## config.mk

```make
export PLATFORM = sky130hd
export DESIGN_NAME = rh_port_status_reg
export DESIGN_NICKNAME = d
export VERILOG_FILES = /design/src/rtl/rhp_pkg.sv /design/src/rtl/rhp_ovc_sync.sv /design/src/rtl/rhp_chg_bits.sv /design/src/rtl/rh_port_status_reg.sv
export SDC_FILE = /design/constraint.sdc
export NUM_CORES = 1
export LEC_CHECK = 0
export BUFFER_PORTS_ARGS = -buffer_cell sky130_fd_sc_hd__buf_2
export CORE_ASPECT_RATIO = 0.9
export CORE_MARGIN = 3
export CORE_UTILIZATION = 30
export DETAILED_ROUTE_END_ITERATION = 6
export PLACE_DENSITY_LB_ADDON = 0.25
export SLEW_MARGIN = 20
export SYNTH_ARGS = -nofsm -noshare
export SYNTH_HDL_FRONTEND = slang
export SYNTH_SLANG_ARGS = --single-unit
```

## constraint.sdc

```tcl
create_clock -name clk -period 1.3 [get_ports clk]
set_clock_uncertainty 0.2 [all_clocks]
set_input_delay 0.26 -clock clk [delete_from_list [all_inputs] [get_ports clk]]
set_output_delay 0.26 -clock clk [all_outputs]
set_load 0.03 [all_outputs]
```

## src/rtl/rhp_pkg.sv

```systemverilog
package rhp_pkg;
    localparam int unsigned REG_W   = 32;
    localparam int unsigned CHG_N   = 5;
    localparam int unsigned CHG_LSB = 16;
    localparam int unsigned SYNC_N  = 2;

    // change-flag indices (bit = CHG_LSB + index)
    localparam int unsigned CI_CONN = 0;
    localparam int unsigned CI_EN   = 1;
    localparam int unsigned CI_SUSP = 2;
    localparam int unsigned CI_OVC  = 3;
    localparam int unsigned CI_RST  = 4;

    typedef struct packed {
        logic lsda;
        logic pps;
        logic prs;
        logic poci;
        logic pss;
        logic pes;
        logic ccs;
    } port_stat_t;

    function automatic logic [REG_W-1:0] pack_word(input port_stat_t s,
                                                   input logic [CHG_N-1:0] c);
        logic [REG_W-1:0] w;
        w = '0;
        w[0] = s.ccs;
        w[1] = s.pes;
        w[2] = s.pss;
        w[3] = s.poci;
        w[4] = s.prs;
        w[8] = s.pps;
        w[9] = s.lsda;
        w[CHG_LSB +: CHG_N] = c;
        return w;
    endfunction
endpackage

```

## src/rtl/rhp_ovc_sync.sv

```systemverilog
module rhp_ovc_sync #(
    parameter int unsigned STAGES = 2
) (
    input  logic clk,
    input  logic clr,
    input  logic async_i,
    output logic level_o,
    output logic toggle_o
);
    logic [STAGES-1:0] chain_q;
    logic              prev_q;

    generate
        for (genvar g = 0; g < STAGES; g++) begin : g_stage
            if (g == 0) begin : g_first
                always_ff @(posedge clk) begin
                    if (clr) chain_q[0] <= 1'b0;
                    else     chain_q[0] <= async_i;
                end
            end else begin : g_next
                always_ff @(posedge clk) begin
                    if (clr) chain_q[g] <= 1'b0;
                    else     chain_q[g] <= chain_q[g-1];
                end
            end
        end
    endgenerate

    always_ff @(posedge clk) begin
        if (clr) prev_q <= 1'b0;
        else     prev_q <= chain_q[STAGES-1];
    end

    assign level_o  = chain_q[STAGES-1];
    assign toggle_o = chain_q[STAGES-1] ^ prev_q;
endmodule

```

## src/rtl/rhp_chg_bits.sv

```systemverilog
module rhp_chg_bits #(
    parameter int unsigned N = 5
) (
    input  logic         clk,
    input  logic         clr,
    input  logic [N-1:0] set_i,
    input  logic         wr_en,
    input  logic [N-1:0] w1c_i,
    output logic [N-1:0] flags_o
);
    generate
        for (genvar g = 0; g < N; g++) begin : g_flag
            logic f_q;
            always_ff @(posedge clk) begin
                if (clr)                    f_q <= 1'b0;
                else if (set_i[g])          f_q <= 1'b1;   // set beats clear
                else if (wr_en && w1c_i[g]) f_q <= 1'b0;
            end
            assign flags_o[g] = f_q;
        end
    endgenerate
endmodule

```

## src/rtl/rh_port_status_reg.sv

```systemverilog
module rh_port_status_reg
    import rhp_pkg::*;
(
    input  logic             clk,
    input  logic             rst,
    input  logic             usb_rst_i,
    input  logic             rd_en,
    input  logic             wr_en,
    input  logic [REG_W-1:0] wdata_i,
    output logic [REG_W-1:0] rdata_o,
    input  logic             connect_i,
    input  logic             enabled_i,
    input  logic             suspended_i,
    input  logic             resetting_i,
    input  logic             powered_i,
    input  logic             low_speed_i,
    input  logic             ovc_i,
    input  logic             reset_done_i,
    input  logic             resume_done_i,
    input  logic             hw_disable_i,
    output logic             chg_irq_o
);
    logic             clr;
    port_stat_t       stat_q;
    logic             ovc_level;
    logic             ovc_toggle;
    logic [CHG_N-1:0] chg_set;
    logic [CHG_N-1:0] chg_flags;

    assign clr = rst | usb_rst_i;

    rhp_ovc_sync #(.STAGES(SYNC_N)) u_ovc (
        .clk      (clk),
        .clr      (clr),
        .async_i  (ovc_i),
        .level_o  (ovc_level),
        .toggle_o (ovc_toggle)
    );

    // live status capture; ccs doubles as the previous connect sample
    always_ff @(posedge clk) begin
        if (clr) begin
            stat_q <= '0;
        end else begin
            stat_q.ccs  <= connect_i;
            stat_q.pes  <= enabled_i;
            stat_q.pss  <= suspended_i;
            stat_q.poci <= ovc_level;
            stat_q.prs  <= resetting_i;
            stat_q.pps  <= powered_i;
            stat_q.lsda <= low_speed_i;
        end
    end

    always_comb begin
        chg_set          = '0;
        chg_set[CI_CONN] = connect_i ^ stat_q.ccs;
        chg_set[CI_EN]   = hw_disable_i;
        chg_set[CI_SUSP] = resume_done_i;
        chg_set[CI_OVC]  = ovc_toggle;
        chg_set[CI_RST]  = reset_done_i;
    end

    rhp_chg_bits #(.N(CHG_N)) u_chg (
        .clk     (clk),
        .clr     (clr),
        .set_i   (chg_set),
        .wr_en   (wr_en),
        .w1c_i   (wdata_i[CHG_LSB +: CHG_N]),
        .flags_o (chg_flags)
    );

    always_ff @(posedge clk) begin
        if (clr)        rdata_o <= '0;
        else if (rd_en) rdata_o <= pack_word(stat_q, chg_flags);
    end

    assign chg_irq_o = |chg_flags;
endmodule

```

Yosys cells after proc, flatten, opt, wreduce, memory -nomap -nowiden
Index checks and enable logic that the tools add are counted.
{"block": "word_totals", "register_bits": 26, "inputBits": 47, "out_inout_bits": 33, "elab_cells": 39}
{"block": "op_classes", "bitwise": 3, "n_reduce_logical": 11, "muxes": 10}
{"op": "2-to-1 mux 1 bit", "n": 10}
{"op": "nonzero test 2 bit", "n": 5}
{"op": "logical AND 1 bit", "n": 5}
{"op": "OR reduction 5 bit", "n": 1}
{"op": "bitwise XOR 1 bit", "n": 2}
{"op": "bitwise OR 1 bit", "n": 1}

Depth between registers and ports, before layout
Gate-level depths: netlist of run 1.
{"block": "logic_depth", "depth_word": 3, "ltp_mapped": 4, "depth_no_buf": 2}

Cells and area by module
A second synthesis of run 1 with hierarchy kept.
{"block": "hier_totals", "cells_unflattened": 111, "area_unflattened_um2": 1108.6}
{"mod": "rh_port_status_reg", "area_per_inst_um2": 802.0, "seq_area_each_um2": 380.4, "n_inst": 1, "cells_each": 79}
{"mod": "rhp_chg_bits", "area_per_inst_um2": 219.0, "seq_area_each_um2": 100.1, "n_inst": 1, "cells_each": 25}
{"mod": "rhp_ovc_sync", "area_per_inst_um2": 87.6, "seq_area_each_um2": 60.1, "n_inst": 1, "cells_each": 7}

Least setup slack after synthesis of run 1
Ideal clock, no wire load.
{"block": "synth_path", "path_kind": "reg2out", "startpoint": "reg u_chg.g_flag[0].f_q", "endpoint": "out chg_irq_o", "arrival_time_ns": 0.670, "setup_slack_ns": 0.170, "path_buffers": 0, "t_required_ns": 0.840, "stages_incl_launch_ff": 3, "path_cell_list": "dfxtp_1 > nor3_1 > nand2_1"}
{"block": "synth_via", "elab_chain_cells": 1}
{"element": "start, declared", "line": "rhp_chg_bits.sv:13", "source": "logic f_q;"}
{"element": "start signal, assigned", "line": "rhp_chg_bits.sv:15", "source": "if (clr) f_q <= 1'b0;"}
{"element": "start signal, assigned", "line": "rhp_chg_bits.sv:16", "source": "else if (set_i[g]) f_q <= 1'b1;"}
{"element": "start signal, assigned", "line": "rhp_chg_bits.sv:17", "source": "else if (wr_en && w1c_i[g]) f_q <= 1'b0;"}
{"element": "OR reduction 5 bit", "line": "rh_port_status_reg.sv:78", "source": "assign chg_irq_o = |chg_flags;"}
{"element": "end, declared", "line": "rh_port_status_reg.sv:21", "source": "output logic chg_irq_o"}
No other way between the ends.

Worst setup path in the final report of run 1
{"block": "layout_path", "startpoint": "reg u_chg.g_flag[2].f_q", "endpoint": "out chg_irq_o"}
{"block": "layout_via", "elab_chain_cells": 1}
{"element": "start, declared", "line": "rhp_chg_bits.sv:13"}
{"element": "start signal, assigned", "line": "rhp_chg_bits.sv:15"}
{"element": "start signal, assigned", "line": "rhp_chg_bits.sv:16"}
{"element": "start signal, assigned", "line": "rhp_chg_bits.sv:17"}
{"element": "OR reduction 5 bit", "line": "rh_port_status_reg.sv:78"}
No other way between the ends.

==> results of run 1 <==
-- worst max-delay path: cells and delay by family, from the launching register on --
| kind | cells | cell delay [ns] |
|---|---|---|
| AND/OR/NAND/NOR | 2 | 0.23 |
| buffers and inverters | 1 | 0.14 |
| flip-flops | 1 | 0.33 |
-- timing repair --
item,4_1_cts,5_1_grt
hold endpoints to repair,6,0
gates resized for setup,5,7
setup endpoints to repair,1,6
hold buffers,6,0
pin swaps,2,0
buffers inserted,2,0
-- flip-flops by register name, summed over array words and instances, names as in the netlist --
signal            count
rdata_o              12
stat_q                6
u_chg.g_flag.f_q      5
u_ovc.chain_q         1
u_ovc.level_o         1
u_ovc.prev_q          1
-- per-layer routing --
metal | track usage (%) | vias to the layer above | wire length [µm]
met5 | 0 | - | 0
met4 | 3.40 | 0 | 17
met3 | 4.14 | 2 | 187
met2 | 15.1 | 32 | 907
li1 | - | 367 | -
met1 | 11.5 | 314 | 782
-- metrics by stage --
stage          power [µW]  setup TNS, ns  cell area, µm²
6_report             1560         -0.118            1330
5_1_grt              1620         -0.168            1330
4_1_cts              1580         -0.136            1320
3_5_place_dp         1050              0            1170
3_3_place_gp         1040              0            1170
2_1_floorplan        1040              0            1120
-- cell usage after synthesis --
| cell | count | area, µm² |
|---|---|---|
| and2_1 | 9 | 56.3 |
| xnor2_1 | 2 | 17.5 |
| buf_6 | 2 | 22.5 |
| a21oi_1 | 2 | 10.0 |
| o21a_1 | 3 | 22.5 |
| mux2i_1 | 12 | 120 |
| nand2_1 | 1 | 3.75 |
| a21bo_2 | 2 | 20.0 |
| conb_1 | 1 | 3.75 |
| nor2_1 | 14 | 52.6 |
| a21boi_0 | 3 | 22.5 |
| dfxtp_1 | 26 | 521 |
| buf_4 | 21 | 158 |
| clkbuf_2 | 1 | 5.00 |
| or2_1 | 1 | 6.26 |
| nor3_1 | 1 | 5.00 |
-- final timing paths --
| kind | end | cells after the start | slack (ns) |
|---|---|---|---|
| max | chg_irq_o | 3 | -0.12 |
| min | u_chg.g_flag[1].f_q | 2 | 0.007 |
| max reg2reg | u_chg.g_flag[2].f_q | 3 | 0.26 |
| min reg2reg | u_ovc.level_o | 1 | 0.23 |
-- report_power, final --
part | total [µW] | switching [µW] | leakage (µW) | internal [µW]
Combinational | 227 | 144 | 0.000400 | 82.5
Sequential | 825 | 9.24 | 0.000212 | 816
Clock | 505 | 235 | 0.0000288 | 270
-- kinds of logic (layout without fill, tap and decap cells) --
kind of cell | count (synthesis) | after routing | share of synthesized area (%)
compound gates | 10 | 10 | 7.18
xor+xnor | 2 | 2 | 1.67
buf+inv | 24 | 46 | 17.7
flops | 26 | 26 | 49.8
mux | 12 | 12 | 11.5
other cells | 1 | 20 | 0.359
simple gates | 26 | 26 | 11.8
-- area by class of cell --
class	instances	area, µm²
fillers	328	1860
flip-flops and latches	26	523
multi-input cells	70	417
repair buffers	42	282
clock buffers	4	55.1
well taps	42	52.6
==> impl_metrics.ini, run 1 <==
[clocking]
h-tree-depth = 1
cts_tree = built
clk-insertion-delay-late_ns = 0.26
cts.sinks = 26
clk_pin_slew_ns = 0.08
cts_buffer_depth = 2
cts_root_buf = clkbuf_8
cts_buffers = 3

[worst_hold_path]
hold_path_class = input port to flip-flop
min_from = hw_disable_i

[floorplan]
io_pins = 80
die_y_um = 62.0
design.core.area_um2 = 3190
rows = 19
die_x_um = 68.2
die-area_um2 = 4230
start_util_pct = 32.8

[detailed_routing]
drt_iter0_markers = 14
viasPerCell = 3.89
routedWlPerCell_um = 10.3
dr.pass1.iters = 2
drc = 0
drtAntennaViolNets = 0
vias = 715
routed_wl_mm = 1.90

[finish]
layout.nets = 190
final_cell_mix = buf_2, dfxtp_1, conb_1
final_common_cell = buf_2
drive_gt1_share_pct = 31.7
instances_no_fill = 184
fin_util_pct = 41.7
area_growth_pct = 27.0
antenna_cells = 0

[setup_path]
crit_path_max_incr_delay_ns = 0.33
end_kind = output pin
critPathKind = flip-flop to output pin
critPathMaxFanout = 2
startpoint = u_chg.g_flag[2].f_q
arrival_ns = 0.96
cp_slowest_cell = dfxtp_2
cp.required_ns = 0.84
timing.rr.start = u_chg.g_flag[2].f_q
cp_cell_sequence = nor3_2 > nand2_1 > buf_6
worstSetupStartpointType = flip-flop

[synth]
syn_area_um2 = 1050
ys_seq_area_share_pct = 49.8
ys_seq_elements = 26
ys_warn_count = 0
synthCells = 101
syn-mean-instance-area_um2 = 10.4
ys_types = 16

[sta]
setup_viol = 1
fin_ws_ns = -0.118
relSlewSlack_pct = 64.8
hold_viol_final = 0
grt_setup_unrepaired = yes
fmax_mhz = 705
report.final.slew_viol_count = 0
period_minus_slack_ns = 1.42
whs_ns = 0.00696
worst_pin_slew_ns = 0.528
fin_crit_sh_pct = 109

[global_routing]
first_global_vias = 615
antenna_found_initial = 0
track_usage_pct = 9.50
grt_max_degree = 15
grt_overflow = 0
grt_pass1_wl_mm = 2.83

[status]
failed_checks = negative setup slack
status = complete, but fails checks

[placement]
pre_cts_slack_ns = 0.0323
gp_congestion = 0.600
port_buffers = 32
dp_hpwl_mm = 1.42
post-place-cells = 172

[power_and_ir_drop]
peakVddDrop_v = 0.000696
powerDensity_nw_per_um2 = 1170
p_leak_uw = 0.000641

[flow_run]
max_cap_violations = 0
Note: power is estimated with default switching activity, not from simulation.
==> run 2: changes to the inputs <==
- BUFFER_PORTS_ARGS: -buffer_cell sky130_fd_sc_hd__buf_2 -> default
- CORE_UTILIZATION: 30 -> 55
- DONT_BUFFER_PORTS: default -> 1
- clock period: 1.3 -> 1.35 ns (I/O delays scaled with it)
==> run 2 against run 1 <==
Net effect:
- utilization up 28 points
- final cell count down 23%
- via count is 9.0% lower
- the flow finishes with violations (negative hold slack, negative setup slack)
- largest cell class unchanged
- count of clock-buffer cells in the layout unchanged
- largest power group unchanged
==> impl_metrics.ini, run 2 (synthesis results as in run 1) <==
[clocking]
clk-insertion-delay-late_ns = 0.31
h-tree-depth = 1
clk_pin_slew_ns = 0.13
cts.sinks = 26
cts_root_buf = clkbuf_4
cts_buffer_depth = 2
cts_tree = built
holdBufCountCts = 16
cts_buffers = 3

[setup_path]
critPathKind = flip-flop to output pin
crit_path_max_incr_delay_ns = 0.36
worstSetupStartpointType = flip-flop
cp_cell_sequence = nor3_4 > nand2_4
end_kind = output pin
cp.required_ns = 0.88
critPathMaxFanout = 2
arrival_ns = 1.00
cp_slowest_cell = dfxtp_2

[finish]
reg_top3 = rdata_o: 12 flops, stat_q: 6 flops, u_chg.g_flag.f_q: 5 flops
largest_reg_flops = 12
final_cell_mix = conb_1, dlygate4sd3_1, dfxtp_2
layout.nets = 166
register_area_um2 = 539
instances_no_fill = 142
antenna_cells = 0
area_growth_pct = 15.8
multiInputGateArea_um2 = 430
final_common_cell = conb_1
largest_register = rdata_o
drive_gt1_share_pct = 21.2
nFillCells = 143

[sta]
worst_pin_slew_ns = 0.505
fin_ws_ns = -0.120
grt_setup_unrepaired = yes
period_minus_slack_ns = 1.47
tns_ns = -0.120
whs_ns = -0.0919
hold_viol_final = 12
report.final.slew_viol_count = 0
setup_viol = 1
fmax_mhz = 680
relSlewSlack_pct = 66.3
fin_crit_sh_pct = 109

[floorplan]
die_x_um = 52.0
io_pins = 80
design.core.area_um2 = 1730
die-area_um2 = 2460
rows = 14
start_util_pct = 60.3
die_y_um = 47.4

[global_routing]
grt_max_degree = 15
grt_pass1_wl_mm = 2.66
antenna_found_initial = 0
grt_use_met1_pct = 16.2
grtUsageMet2_pct = 28.6
track_usage_pct = 15.1
grt-busiest-layer = met2
met3_usage_pct = 7.62
grt_overflow = 0
first_global_vias = 618

[detailed_routing]
routed_wl_mm = 1.76
vias = 651
drt_iter0_markers = 1
drc = 0
dr.pass1.iters = 3
drtAntennaViolNets = 0
viasPerCell = 4.58
routedWlPerCell_um = 12.4

[placement]
dp_hpwl_mm = 1.17
gp_congestion = 0.644
post-place-cells = 121
port_buffers = 0

[power_and_ir_drop]
p_leak_uw = 0.000525
powerDensity_nw_per_um2 = 1130
peakVddDrop_v = 0.000872

[status]
status = complete, but fails checks
failed_checks = negative hold slack, negative setup slack

[worst_hold_path]
hold_path_class = input port to flip-flop

[flow_run]
max_cap_violations = 0
## run 2: cell count changes in the layout (fill, tap and decap cells not counted), moves of 3 or more
cell | previous run | this run
buf_2 | 26 | 0
dfxtp_1 | 24 | 11
dfxtp_2 | 2 | 15
dlygate4sd3_1 | 6 | 16
buf_4 | 5 | 2
clkbuf_8 | 4 | 1
## run 2: critical path: cells and delay by family, from the launching register on
kind          cells  cell delay (ns)
flops             1             0.36
simple gates      2             0.32
## run 2: power breakdown
part | internal [µW] | switching [µW] | total, µW
logic | 66.5 | 116 | 182
registers | 788 | 20.2 | 808
clock network | 165 | 215 | 380
total | 1020 | 351 | 1370
## run 2: what timing repair did
| action | in CTS | in global routing |
|---|---|---|
| gates resized for setup | 5 | 14 |
| pin swaps | 2 | 1 |
| hold endpoints to repair | 24 | 12 |
| buffers inserted | 1 | 0 |
| endpoints found under the setup margin | 1 | 13 |
## run 2: per-layer routing
layer / up-vias / routed length, µm / part of all wire (%)
li1: 321 / - / -
met1: 297 / 684 / 39
met2: 33 / 911 / 52
met3: 0 / 168 / 9.5
met4: 0 / 0 / 0
met5: - / 0 / 0
## run 2: path summary, 6_finish.rpt
kind	start	end	slack, ns	cells past startpoint
setup / recovery	u_chg.g_flag[2].f_q	chg_irq_o	-0.12	2
hold / removal	rd_en	rdata_o[8]	-0.09	2
setup reg to reg	u_chg.g_flag[2].f_q	u_chg.g_flag[2].f_q	0.28	3
hold reg to reg	u_ovc.chain_q[0]	u_ovc.level_o	0.24	1
## run 2: metrics by stage
| step | total power (µW) | setup slack [ns] | instance area (µm²) | hold slack, ns | utilization [%] |
|---|---|---|---|---|---|
| after floorplan | 1000 | 0.210 | 1120 | 0.192 | - |
| after global placement | 951 | 0.148 | 970 | 0.194 | 55.9 |
| after detailed placement | 954 | 0.162 | 970 | 0.195 | 55.9 |
| after CTS | 1370 | -0.126 | 1180 | -0.101 | 68.3 |
| after global routing | 1430 | -0.175 | 1210 | -0.116 | 69.8 |
| final | 1370 | -0.120 | 1210 | -0.0919 | 69.8 |
## run 2: area by class of cell
type                            count  share of cell area, %
Timing Repair Buffer               18                   14.5
Multi-Input combinational cell     70                   35.5
Sequential cell                    26                   44.5
Clock buffer                        4                   3.00
Tap cell                           24                   2.48
==> run 3: changes to the inputs <==
- CORE_MARGIN: 3 -> 4
- clock period: 1.35 -> 1.7 ns (I/O delays scaled with it)
==> run 3 against run 2 <==
Net effect:
- the run now ends clean
- first-iteration DRC count grew to 7.0 times the previous value
- sequential share of layout area increased by 0.30 points
- largest power group unchanged
- cell area down 4.1%
- critical endpoint unchanged
- flip-flop and latch count did not move
- via count decreased by 4.1%
- count of clock-buffer cells in the layout unchanged
- die area rose by 8.2%
==> impl_metrics.ini, run 3 (synthesis results as in run 1) <==
[finish]
largest_register = rdata_o
area_growth_pct = 11.0
final_cell_mix = dfxtp_1, conb_1, nor2_1, dlygate4sd3_1, mux2i_1
antenna_cells = 0
layout.nets = 164
reg_top3 = rdata_o: 12 flops, stat_q: 6 flops, u_chg.g_flag.f_q: 5 flops
drive_gt1_share_pct = 6.90
largest_reg_flops = 12
final_common_cell = dfxtp_1

[floorplan]
die_y_um = 49.4
design.core.area_um2 = 1730
die_x_um = 54.0
io_pins = 80
start_util_pct = 60.3
rows = 14
die-area_um2 = 2660

[setup_path]
crit_path_max_incr_delay_ns = 0.35
end_kind = output pin
worstSetupStartpointType = flip-flop
arrival_ns = 1.05
path_buf_inv = 0
cp_slowest_cell = dfxtp_1
cp_cell_sequence = nor3_1 > nand2_2
critPathKind = flip-flop to output pin
r2r_slack_ns = 0.67
crit_family = simple AND/OR/NAND/NOR gates
critPathMaxFanout = 3
cp.required_ns = 1.16

[power_and_ir_drop]
p_switching_uw = 283
comb_power_share_pct = 13.2
powerDensity_nw_per_um2 = 935
p_int_uw = 803
pwr-share-clk_pct = 28.0
p_leak_uw = 0.000512
pwr-share-seq_pct = 58.8
peakVddDrop_v = 0.000758
switching_share_pct = 26.1

[sta]
report.final.slew_viol_count = 0
hold_viol_final = 0
fin_crit_sh_pct = 93.8
grt_setup_unrepaired = no
setup_viol = 0
relSlewSlack_pct = 52.0
fmax_mhz = 627
tns_ns = 0
fin_ws_ns = 0.106
period_minus_slack_ns = 1.59
worst_pin_slew_ns = 0.719

[placement]
port_buffers = 0
gp_congestion = 0.589
pre_cts_slack_ns = 0.444
dp_hpwl_mm = 1.22

[detailed_routing]
drc = 0
routedWlPerCell_um = 13.1
drt_iter0_markers = 7
drtAntennaViolNets = 0
routed_wl_mm = 1.83
vias = 624
viasPerCell = 4.46
dr.pass1.iters = 2

[clocking]
cts_root_buf = clkbuf_4
cts_buffer_depth = 2
cts_buffers = 3
h-tree-depth = 1
cts_tree = built
clk-insertion-delay-late_ns = 0.32
clk_pin_slew_ns = 0.13
cts.sinks = 26
post-cts-setup-buffers = 0

[global_routing]
grtUsageMet2_pct = 24.8
grt_pass1_wl_mm = 2.97
grt_use_met1_pct = 17.4
track_usage_pct = 15.1
met3_usage_pct = 7.95
grt-busiest-layer = met2
antenna_found_initial = 0
grt_overflow = 0
first_global_vias = 638
grt_max_degree = 15

[flow_run]
max_cap_violations = 0

[worst_hold_path]
hold_path_class = input port to flip-flop

[status]
status = complete, no violations
run 3: stage by stage:
| step | instances | area [µm²] | utilization (%) | hold slack, ns | total power (µW) |
|---|---|---|---|---|---|
| after floorplan | 120 | 1120 | - | 0.206 | 795 |
| after global routing | 140 | 1160 | 67.0 | 0.0541 | 1140 |
| after detailed placement | 121 | 970 | 55.9 | 0.219 | 759 |
| after global placement | 121 | 970 | 55.9 | 0.213 | 756 |
| final | 140 | 1160 | 67.0 | 0.0753 | 1090 |
| after CTS | 138 | 1140 | 65.5 | 0.000448 | 1090 |
run 3: worst paths after layout:
| path | from | endpoint | depth (start not counted) |
|---|---|---|---|
| worst max-delay path | u_chg.g_flag[0].f_q | chg_irq_o | 2 |
| worst min-delay path | wr_en | u_chg.g_flag[1].f_q | 2 |
| worst max register to register | rdata_o[18] | rdata_o[18] | 2 |
| worst min register to register | u_ovc.chain_q[0] | u_ovc.level_o | 1 |
run 3: what timing repair did:
| action | 4_1_cts | 5_1_grt |
|---|---|---|
| endpoints found under the setup margin | 0 | 9 |
| hold buffers | 13 | 2 |
| resized for setup | 0 | 2 |
| hold endpoints to repair | 24 | 1 |
run 3: final cells by class:
cell class                      instances  area (µm²)
Fill cell                             147         573
Sequential cell                        26         520
Multi-Input combinational cell         70         414
Timing Repair Buffer                   16         160
Clock buffer                            4        36.3
Tap cell                               24        30.0
run 3: power groups by stage:
stage	Combinational, µW	Clock (µW)	Sequential (µW)
2_1_floorplan	145	0	650
3_3_place_gp	105	0	651
3_5_place_dp	106	0	652
4_1_cts	138	312	639
5_1_grt	156	347	641
6_report	144	304	639
run 3: worst register-to-register path, stage by stage, from the launching register on:
cell and delay, ns:
dfxtp_1 0.55, mux2i_1 0.12, nor2_1 0.11
run 3: per-layer routing:
| metal | vias to the layer above | share of wire (%) |
|---|---|---|
| met3 | 2 | 13 |
| met5 | - | 0 |
| met2 | 33 | 46 |
| met4 | 0 | 0.44 |
| met1 | 275 | 40 |
| li1 | 314 | - |
